--- config.mk ---
export PLATFORM = sky130hd
export DESIGN_NAME = audio_serial_rx
export DESIGN_NICKNAME = d
export VERILOG_FILES = /design/src/rtl/audio_rx_pkg.sv /design/src/rtl/audio_rx_clkgen.sv /design/src/rtl/audio_rx_ctrl.sv /design/src/rtl/audio_rx_dp.sv /design/src/rtl/audio_serial_rx.sv
export SDC_FILE = /design/constraint.sdc
export NUM_CORES = 1
export LEC_CHECK = 0
export ABC_AREA = 1
export BUFFER_PORTS_ARGS = -buffer_cell sky130_fd_sc_hd__buf_2
export CAP_MARGIN = 20
export CORE_ASPECT_RATIO = 1.2
export CORE_UTILIZATION = 30
export CTS_BUF_LIST = sky130_fd_sc_hd__clkbuf_2 sky130_fd_sc_hd__clkbuf_4 sky130_fd_sc_hd__clkbuf_8
export DETAILED_ROUTE_END_ITERATION = 8
export GPL_TIMING_DRIVEN = 0
export PLACE_DENSITY = 0.58
export SLEW_MARGIN = 15
export SYNTH_ARGS = -nofsm -noshare
export SYNTH_HDL_FRONTEND = slang
export SYNTH_SLANG_ARGS = --single-unit
--- constraint.sdc ---
create_clock -name clk -period 4.95 [get_ports clk]
set_input_delay 0.2475 -clock clk [delete_from_list [all_inputs] [get_ports clk]]
set_output_delay 0.2475 -clock clk [all_outputs]
set_load 0.02 [all_outputs]
--- src/rtl/audio_rx_pkg.sv ---
package audio_rx_pkg;
  localparam int SAMPLE_W = 24;

  // Per-cycle commands from the control to the datapath.
  typedef struct packed {
    logic shiftEn;   // take bitVal into the shift register
    logic bitVal;    // sampled data bit
    logic newHalf;   // this sample opens a new half-frame
    logic takeLeft;  // the half that just closed was a complete left half
    logic commit;    // the half that just closed completes a frame
  } rxStrobe_t;

  // Word length of end-placed data; the spare code falls back to full width.
  function automatic int unsigned rjWidth(input logic [1:0] code);
    case (code)
      2'b01:   return 20;
      2'b10:   return 16;
      default: return 24;
    endcase
  endfunction
endpackage

--- src/rtl/audio_rx_clkgen.sv ---
module audio_rx_clkgen #(
  parameter int HALF_BASE = 32,
  localparam int CNT_W = $clog2(2 * HALF_BASE)
) (
  input  logic clk,
  input  logic rstN,
  input  logic enable,
  input  logic wide,
  input  logic launchLvl,
  input  logic rateTick,
  output logic bclkGen,
  output logic lrckGen
);
  logic [CNT_W-1:0] launchCnt;
  logic [CNT_W-1:0] lastCnt;

  assign lastCnt = wide ? CNT_W'(2 * HALF_BASE - 1) : CNT_W'(HALF_BASE - 1);

  always_ff @(posedge clk or negedge rstN) begin
    if (!rstN) begin
      bclkGen   <= 1'b0;
      lrckGen   <= 1'b0;
      launchCnt <= '0;
    end else if (!enable) begin
      bclkGen   <= 1'b0;
      lrckGen   <= 1'b0;
      launchCnt <= '0;
    end else if (rateTick) begin
      bclkGen <= ~bclkGen;
      if (~bclkGen == launchLvl) begin
        if (launchCnt >= lastCnt) begin
          launchCnt <= '0;
          lrckGen   <= ~lrckGen;
        end else begin
          launchCnt <= launchCnt + 1'b1;
        end
      end
    end
  end
endmodule

--- src/rtl/audio_rx_ctrl.sv ---
module audio_rx_ctrl
  import audio_rx_pkg::*;
#(
  parameter int SYNC_STAGES = 2,
  parameter int IDX_W = 7
) (
  input  logic       clk,
  input  logic       rstN,
  input  logic       bclkSrc,
  input  logic       lrckSrc,
  input  logic       sdataSrc,
  input  logic       sampFall,
  input  logic       lrPol,
  input  logic       ljDelay,
  input  logic       rjMode,
  input  logic       fmtWrite,
  output rxStrobe_t  strobe
);
  localparam logic [IDX_W-1:0] IDX_MAX = '1;

  logic [SYNC_STAGES-1:0][2:0] syncQ;
  logic bS, lS, dS, prevB, sampEdge;
  logic primed, lrckLast, inFrame, haveLeft, newHalf, leftCh;
  logic [IDX_W-1:0] bitIdx, idxNext, ljStart, ljEnd;

  always_ff @(posedge clk or negedge rstN) begin
    if (!rstN) begin
      syncQ <= '0;
      prevB <= 1'b0;
    end else begin
      syncQ[0] <= {bclkSrc, lrckSrc, sdataSrc};
      for (int i = 1; i < SYNC_STAGES; i++) syncQ[i] <= syncQ[i-1];
      prevB <= bS;
    end
  end

  assign bS = syncQ[SYNC_STAGES-1][2];
  assign lS = syncQ[SYNC_STAGES-1][1];
  assign dS = syncQ[SYNC_STAGES-1][0];
  assign sampEdge = sampFall ? (prevB & ~bS) : (~prevB & bS);

  always_comb begin
    newHalf = primed && (lS != lrckLast);
    idxNext = newHalf ? '0 : ((bitIdx == IDX_MAX) ? bitIdx : bitIdx + 1'b1);
    ljStart = {{(IDX_W-1){1'b0}}, ljDelay};
    ljEnd   = ljStart + IDX_W'(SAMPLE_W);
    leftCh  = lrckLast ^ lrPol;
    strobe.bitVal   = dS;
    strobe.shiftEn  = sampEdge && (rjMode || (idxNext >= ljStart && idxNext < ljEnd));
    strobe.newHalf  = sampEdge && newHalf && !fmtWrite;
    strobe.takeLeft = strobe.newHalf && inFrame && leftCh;
    strobe.commit   = strobe.newHalf && inFrame && !leftCh && haveLeft;
  end

  always_ff @(posedge clk or negedge rstN) begin
    if (!rstN) begin
      primed   <= 1'b0;
      lrckLast <= 1'b0;
      inFrame  <= 1'b0;
      haveLeft <= 1'b0;
      bitIdx   <= '0;
    end else if (fmtWrite) begin
      primed   <= 1'b0;
      inFrame  <= 1'b0;
      haveLeft <= 1'b0;
    end else if (sampEdge) begin
      primed   <= 1'b1;
      lrckLast <= lS;
      bitIdx   <= idxNext;
      if (newHalf) inFrame <= 1'b1;
      if (strobe.takeLeft) haveLeft <= 1'b1;
      else if (strobe.commit) haveLeft <= 1'b0;
    end
  end
endmodule

--- src/rtl/audio_rx_dp.sv ---
module audio_rx_dp
  import audio_rx_pkg::*;
(
  input  logic                clk,
  input  logic                rstN,
  input  rxStrobe_t           strobe,
  input  logic                rjMode,
  input  logic [1:0]          rjCode,
  output logic [SAMPLE_W-1:0] leftSample,
  output logic [SAMPLE_W-1:0] rightSample,
  output logic                sampleValid
);
  logic [SAMPLE_W-1:0] shiftQ, leftHold, alignedWord;

  always_comb begin
    if (rjMode) alignedWord = shiftQ << (SAMPLE_W - int'(rjWidth(rjCode)));
    else        alignedWord = shiftQ;
  end

  always_ff @(posedge clk or negedge rstN) begin
    if (!rstN) begin
      shiftQ      <= '0;
      leftHold    <= '0;
      leftSample  <= '0;
      rightSample <= '0;
      sampleValid <= 1'b0;
    end else begin
      sampleValid <= strobe.commit;
      if (strobe.takeLeft) leftHold <= alignedWord;
      if (strobe.commit) begin
        leftSample  <= leftHold;
        rightSample <= alignedWord;
      end
      if (strobe.newHalf)
        shiftQ <= strobe.shiftEn ? {{(SAMPLE_W-1){1'b0}}, strobe.bitVal} : '0;
      else if (strobe.shiftEn)
        shiftQ <= {shiftQ[SAMPLE_W-2:0], strobe.bitVal};
    end
  end
endmodule

--- src/rtl/audio_serial_rx.sv ---
module audio_serial_rx
  import audio_rx_pkg::*;
#(
  parameter int SYNC_STAGES = 2,
  parameter int HALF_BASE = 32
) (
  input  logic                clk,
  input  logic                rstN,
  input  logic [7:0]          fmtData,
  input  logic                fmtWrite,
  input  logic                rateTick,
  input  logic                bclkIn,
  input  logic                lrckIn,
  input  logic                sdataIn,
  output logic                bclkOut,
  output logic                lrckOut,
  output logic [SAMPLE_W-1:0] leftSample,
  output logic [SAMPLE_W-1:0] rightSample,
  output logic                sampleValid
);
  localparam int IDX_W = $clog2(2 * HALF_BASE) + 1;

  logic [7:0] fmtQ;
  rxStrobe_t  strobe;

  always_ff @(posedge clk or negedge rstN) begin
    if (!rstN)         fmtQ <= 8'h00;
    else if (fmtWrite) fmtQ <= fmtData;
  end

  audio_rx_clkgen #(.HALF_BASE(HALF_BASE)) u_clkgen (
    .clk(clk), .rstN(rstN), .enable(fmtQ[7]), .wide(fmtQ[6]),
    .launchLvl(fmtQ[1]), .rateTick(rateTick),
    .bclkGen(bclkOut), .lrckGen(lrckOut)
  );

  audio_rx_ctrl #(.SYNC_STAGES(SYNC_STAGES), .IDX_W(IDX_W)) u_ctrl (
    .clk(clk), .rstN(rstN),
    .bclkSrc(fmtQ[7] ? bclkOut : bclkIn),
    .lrckSrc(fmtQ[7] ? lrckOut : lrckIn),
    .sdataSrc(sdataIn),
    .sampFall(fmtQ[1]), .lrPol(fmtQ[0]), .ljDelay(fmtQ[2]), .rjMode(fmtQ[3]),
    .fmtWrite(fmtWrite), .strobe(strobe)
  );

  audio_rx_dp u_dp (
    .clk(clk), .rstN(rstN), .strobe(strobe),
    .rjMode(fmtQ[3]), .rjCode(fmtQ[5:4]),
    .leftSample(leftSample), .rightSample(rightSample), .sampleValid(sampleValid)
  );
endmodule

==> results.sh <==
export IMPL_clk_pin_slew_ns=0.08
export IMPL_finalCritPeriodShare_pct=50.0
export IMPL_via_per_inst=4.62
export IMPL_syn_area_um2=6110
export IMPL_ctsResizeCount=0
export IMPL_crit_chain="ha_1, nand2_1, nor2_2, nand2_2, a21boi_0, o21ai_0, ha_1, nand3_1, nor2_1, nand2_1, nand2_1, nand2_2, nand2_4, buf_6, nand2_1, nand2_1"
export IMPL_end_kind="flip-flop"
export IMPL_ys_ff_latch=131
export IMPL_ys_types=39
export IMPL_grt_pass1_vias=5028
export IMPL_route_detailed_drc=0
export IMPL_first_iter_violations=326
export IMPL_syn2layout_area_growth_pct=20.1
export IMPL_relSlewSlack_pct=61.6
export IMPL_fp_dieW_um=132
export IMPL_io_pins=66
export IMPL_crit_slowest_cell="dfrtp_1"
export IMPL_dp_hpwl_um=10900
export IMPL_cp_top_family="simple AND/OR/NAND/NOR gates"
export IMPL_path_class="flip-flop to flip-flop"
export IMPL_hp_class="input port to flip-flop"
export IMPL_antenna_found_initial=0
export IMPL_power_density_nw_per_um2=416
export IMPL_dieArea_um2=20900
export IMPL_syn_num_nets=765
export IMPL_path_buf_inv=1
export IMPL_tightest_slew_ns=0.573
export IMPL_drt_wl_total_um=15000
export IMPL_postCtsSetupBuffers=0
export IMPL_cts_sinks=131
export IMPL_rsz0062_at_grt="false"
export IMPL_num_vias=5130
export IMPL_worstPathRequired_ns=5.29
export IMPL_drt_wirelength_per_cell_um=13.5
export IMPL_fin_area_um2=7340
export IMPL_grt_max_degree=75
export IMPL_clk_path_buf_depth=2
export IMPL_core_um2=19800
export IMPL_fp_dieH_um=158
export IMPL_dr_pass1_iters=5
export IMPL_diodes=0
export IMPL_grt_ovfl_total=0
export IMPL_ys_seq_area_share_pct=53.7
export IMPL_cts_htree_levels=4
export IMPL_finClkSkew_ns=0.0127
export IMPL_grt_total_usage_pct=15.3
export IMPL_setup_viol=0
export IMPL_syn_area_per_cell_um2=8.21
export IMPL_root_buffer="clkbuf_8"
export IMPL_crit_path_max_incr_delay_ns=0.43
export IMPL_critPathMaxFanout=10
export IMPL_cp_common_cell="nand2_1"
export IMPL_synth_warnings=0
export IMPL_clk_latency_ns=0.45
export IMPL_start_util_pct=30.9
export IMPL_fp_row_count=56
export IMPL_cap_violations=0
export IMPL_drtAntennaViolNets=0
export IMPL_min_period_ns=2.48
export IMPL_numCtsBuffers=17
export IMPL_ir_drop_v=0.000173
export IMPL_start_kind="flip-flop"
export IMPL_finalHoldViolCount=0
export IMPL_drive_above_1_share_pct=15.3
export IMPL_post_route_util_pct=37.1
export IMPL_outcome="completed"
export IMPL_place_area_um2=6800
export IMPL_grt_first_pass_wirelength_um=25000
export IMPL_crit_arrival_ns=2.82
export IMPL_tritoncts="done"
export IMPL_cellLeakagePower_nw=3.96
export IMPL_finalMaxSlewViolations=0
export IMPL_layout_nets=857
export IMPL_fmax_mhz=404
export IMPL_io_buffer_count=65
export IMPL_place_gp_congestion=0.895
export IMPL_setup_tns_ns=0
export IMPL_synth_cells=744
-- repair_timing --
item | in CTS | in global routing
hold buffers | 7 | 0
endpoints found under the hold margin | 63 | 0
endpoints found under the setup margin | 0 | 0
-- per-stage QoR --
| step | total power, W | std cells | setup WS [ns] | hold WS (ns) |
|---|---|---|---|---|
| 6_report | 0.00305 | 1110 | 2.47 | 0.0187 |
| 5_1_grt | 0.00324 | 1110 | 2.17 | 0.0142 |
| 4_1_cts | 0.00308 | 1110 | 2.46 | 0.000296 |
| 3_5_place_dp | 0.00200 | 1071 | 2.47 | 0.211 |
| 3_3_place_gp | 0.00199 | 1070 | 1.76 | 0.334 |
| 2_1_floorplan | 0.00179 | 744 | 2.82 | -0.0481 |
-- worst register-to-register path: stages, from the launching register on --
cell and delay [ns]:
dfrtp_1 0.43, ha_1 0.23, nand2_1 0.08, nor2_2 0.16, nand2_2 0.12, a21boi_0 0.19
o21ai_0 0.14, ha_1 0.21, nand3_1 0.10, nor2_1 0.05, nand2_1 0.05, nand2_1 0.07
nand2_2 0.18, nand2_4 0.11, buf_6 0.16, nand2_1 0.06, nand2_1 0.05
-- path summary, 6_finish.rpt --
kind                                     to        startpoint  cells past startpoint  slack (ns)
max                         u_dp.shiftQ[17]  u_ctrl.bitIdx[0]                     16        2.47
min                                 fmtQ[4]        fmtData[4]                      3        0.02
max reg2reg                 u_dp.shiftQ[17]  u_ctrl.bitIdx[0]                     16        2.47
min reg2reg                       u_ctrl.bS   u_ctrl.syncQ[2]                      0        0.35
max in group asynchronous  u_dp.leftHold[9]              rstN                      3        3.93
min in group asynchronous  u_clkgen.bclkGen              rstN                      2        0.30
-- Yosys cell counts --
cell | n | share of area [%]
a21boi_0 | 1 | 0.12
a21oi_1 | 13 | 1.1
a21oi_4 | 1 | 0.27
a22oi_1 | 1 | 0.12
a31o_2 | 1 | 0.14
a31oi_1 | 4 | 0.41
and3_1 | 1 | 0.10
buf_2 | 8 | 0.66
buf_4 | 4 | 0.49
buf_6 | 5 | 0.92
clkbuf_1 | 15 | 0.92
dfrtp_1 | 131 | 54
ha_1 | 6 | 1.2
inv_1 | 99 | 6.1
inv_2 | 1 | 0.061
mux2_2 | 1 | 0.18
nand2_1 | 250 | 15
nand2_2 | 3 | 0.31
nand2_4 | 2 | 0.37
nand3_1 | 43 | 3.5
nand3_2 | 1 | 0.16
nand3b_1 | 1 | 0.12
nand4_1 | 1 | 0.10
nand4_4 | 1 | 0.35
nor2_1 | 24 | 1.5
nor2_2 | 2 | 0.20
nor2_4 | 2 | 0.37
nor3_1 | 3 | 0.25
nor3b_1 | 1 | 0.12
o2111ai_1 | 2 | 0.29
o211ai_1 | 1 | 0.12
o21ai_0 | 84 | 6.9
o21ai_1 | 5 | 0.41
o221ai_1 | 8 | 1.1
o22ai_1 | 12 | 1.2
o31ai_1 | 2 | 0.25
or2_1 | 1 | 0.10
xnor2_1 | 2 | 0.29
xor2_1 | 1 | 0.14
-- routing by layer --
| layer | global-route usage [%] | vias to the layer above | share of wire, % |
|---|---|---|---|
| li1 | - | 2561 | - |
| met1 | 18.4 | 2426 | 44 |
| met2 | 25.8 | 115 | 49 |
| met3 | 2.87 | 28 | 3.5 |
| met4 | 8.65 | 0 | 3.2 |
| met5 | 0 | - | 0 |
-- power by group --
part           switching (W)  internal, W  total (W)
combinational       0.000448     0.000230   0.000677
sequential          0.000108      0.00121    0.00131
clock               0.000436     0.000627    0.00106
-- cells by family (layout without fill, tap and decap cells) --
kind of cell	count (synthesis)	after routing	share of synthesized area, %
buffers and inverters	132	237	9.13
and+or+nand+nor	336	336	22.9
xor gates and xnor gates	3	3	0.430
DFF	131	131	53.7
muxes	1	1	0.184
AOI/OAI and AO/OA	135	135	12.5
adders and majority gates	6	6	1.23
-- cell type report --
class	instances	area [µm²]
plain buffers	32	183
clock buffers	20	263
clock inverters	12	204
fillers	2117	12400
inverters	100	375
multi-input cells	481	2270
flip-flops and latches	131	3280
well taps	261	327
repair buffers	73	433
-- cells in the final DEF, fill, tap and decap left out, drive strengths merged, types with 12 or more instances in the layout --
| cell | Yosys | final |
|---|---|---|
| buf | 17 | 83 |
| dfrtp | 131 | 131 |
| a21oi | 14 | 14 |
| inv | 100 | 101 |
| nor2 | 28 | 28 |
| nand3 | 44 | 44 |
| o21ai | 89 | 89 |
| clkbuf | 15 | 35 |
| nand2 | 255 | 255 |
| o22ai | 12 | 12 |
-- sequential cells by signal, indices dropped and copies added (netlist names) --
signal	cells
u_clkgen.lrckGen	1
u_dp.leftSample	24
u_ctrl.syncQ	3
u_dp.rightSample	24
u_ctrl.lS	1
u_dp.sampleValid	1
u_ctrl.inFrame	1
u_clkgen.bclkGen	1
u_ctrl.bitIdx	7
u_ctrl.lrckLast	1
u_ctrl.primed	1
fmtQ	8
u_ctrl.prevB	1
u_ctrl.strobe	1
u_dp.leftHold	24
u_clkgen.launchCnt	6
u_ctrl.bS	1
u_dp.shiftQ	24
u_ctrl.haveLeft	1
Note: power is estimated with default switching activity, not from simulation.
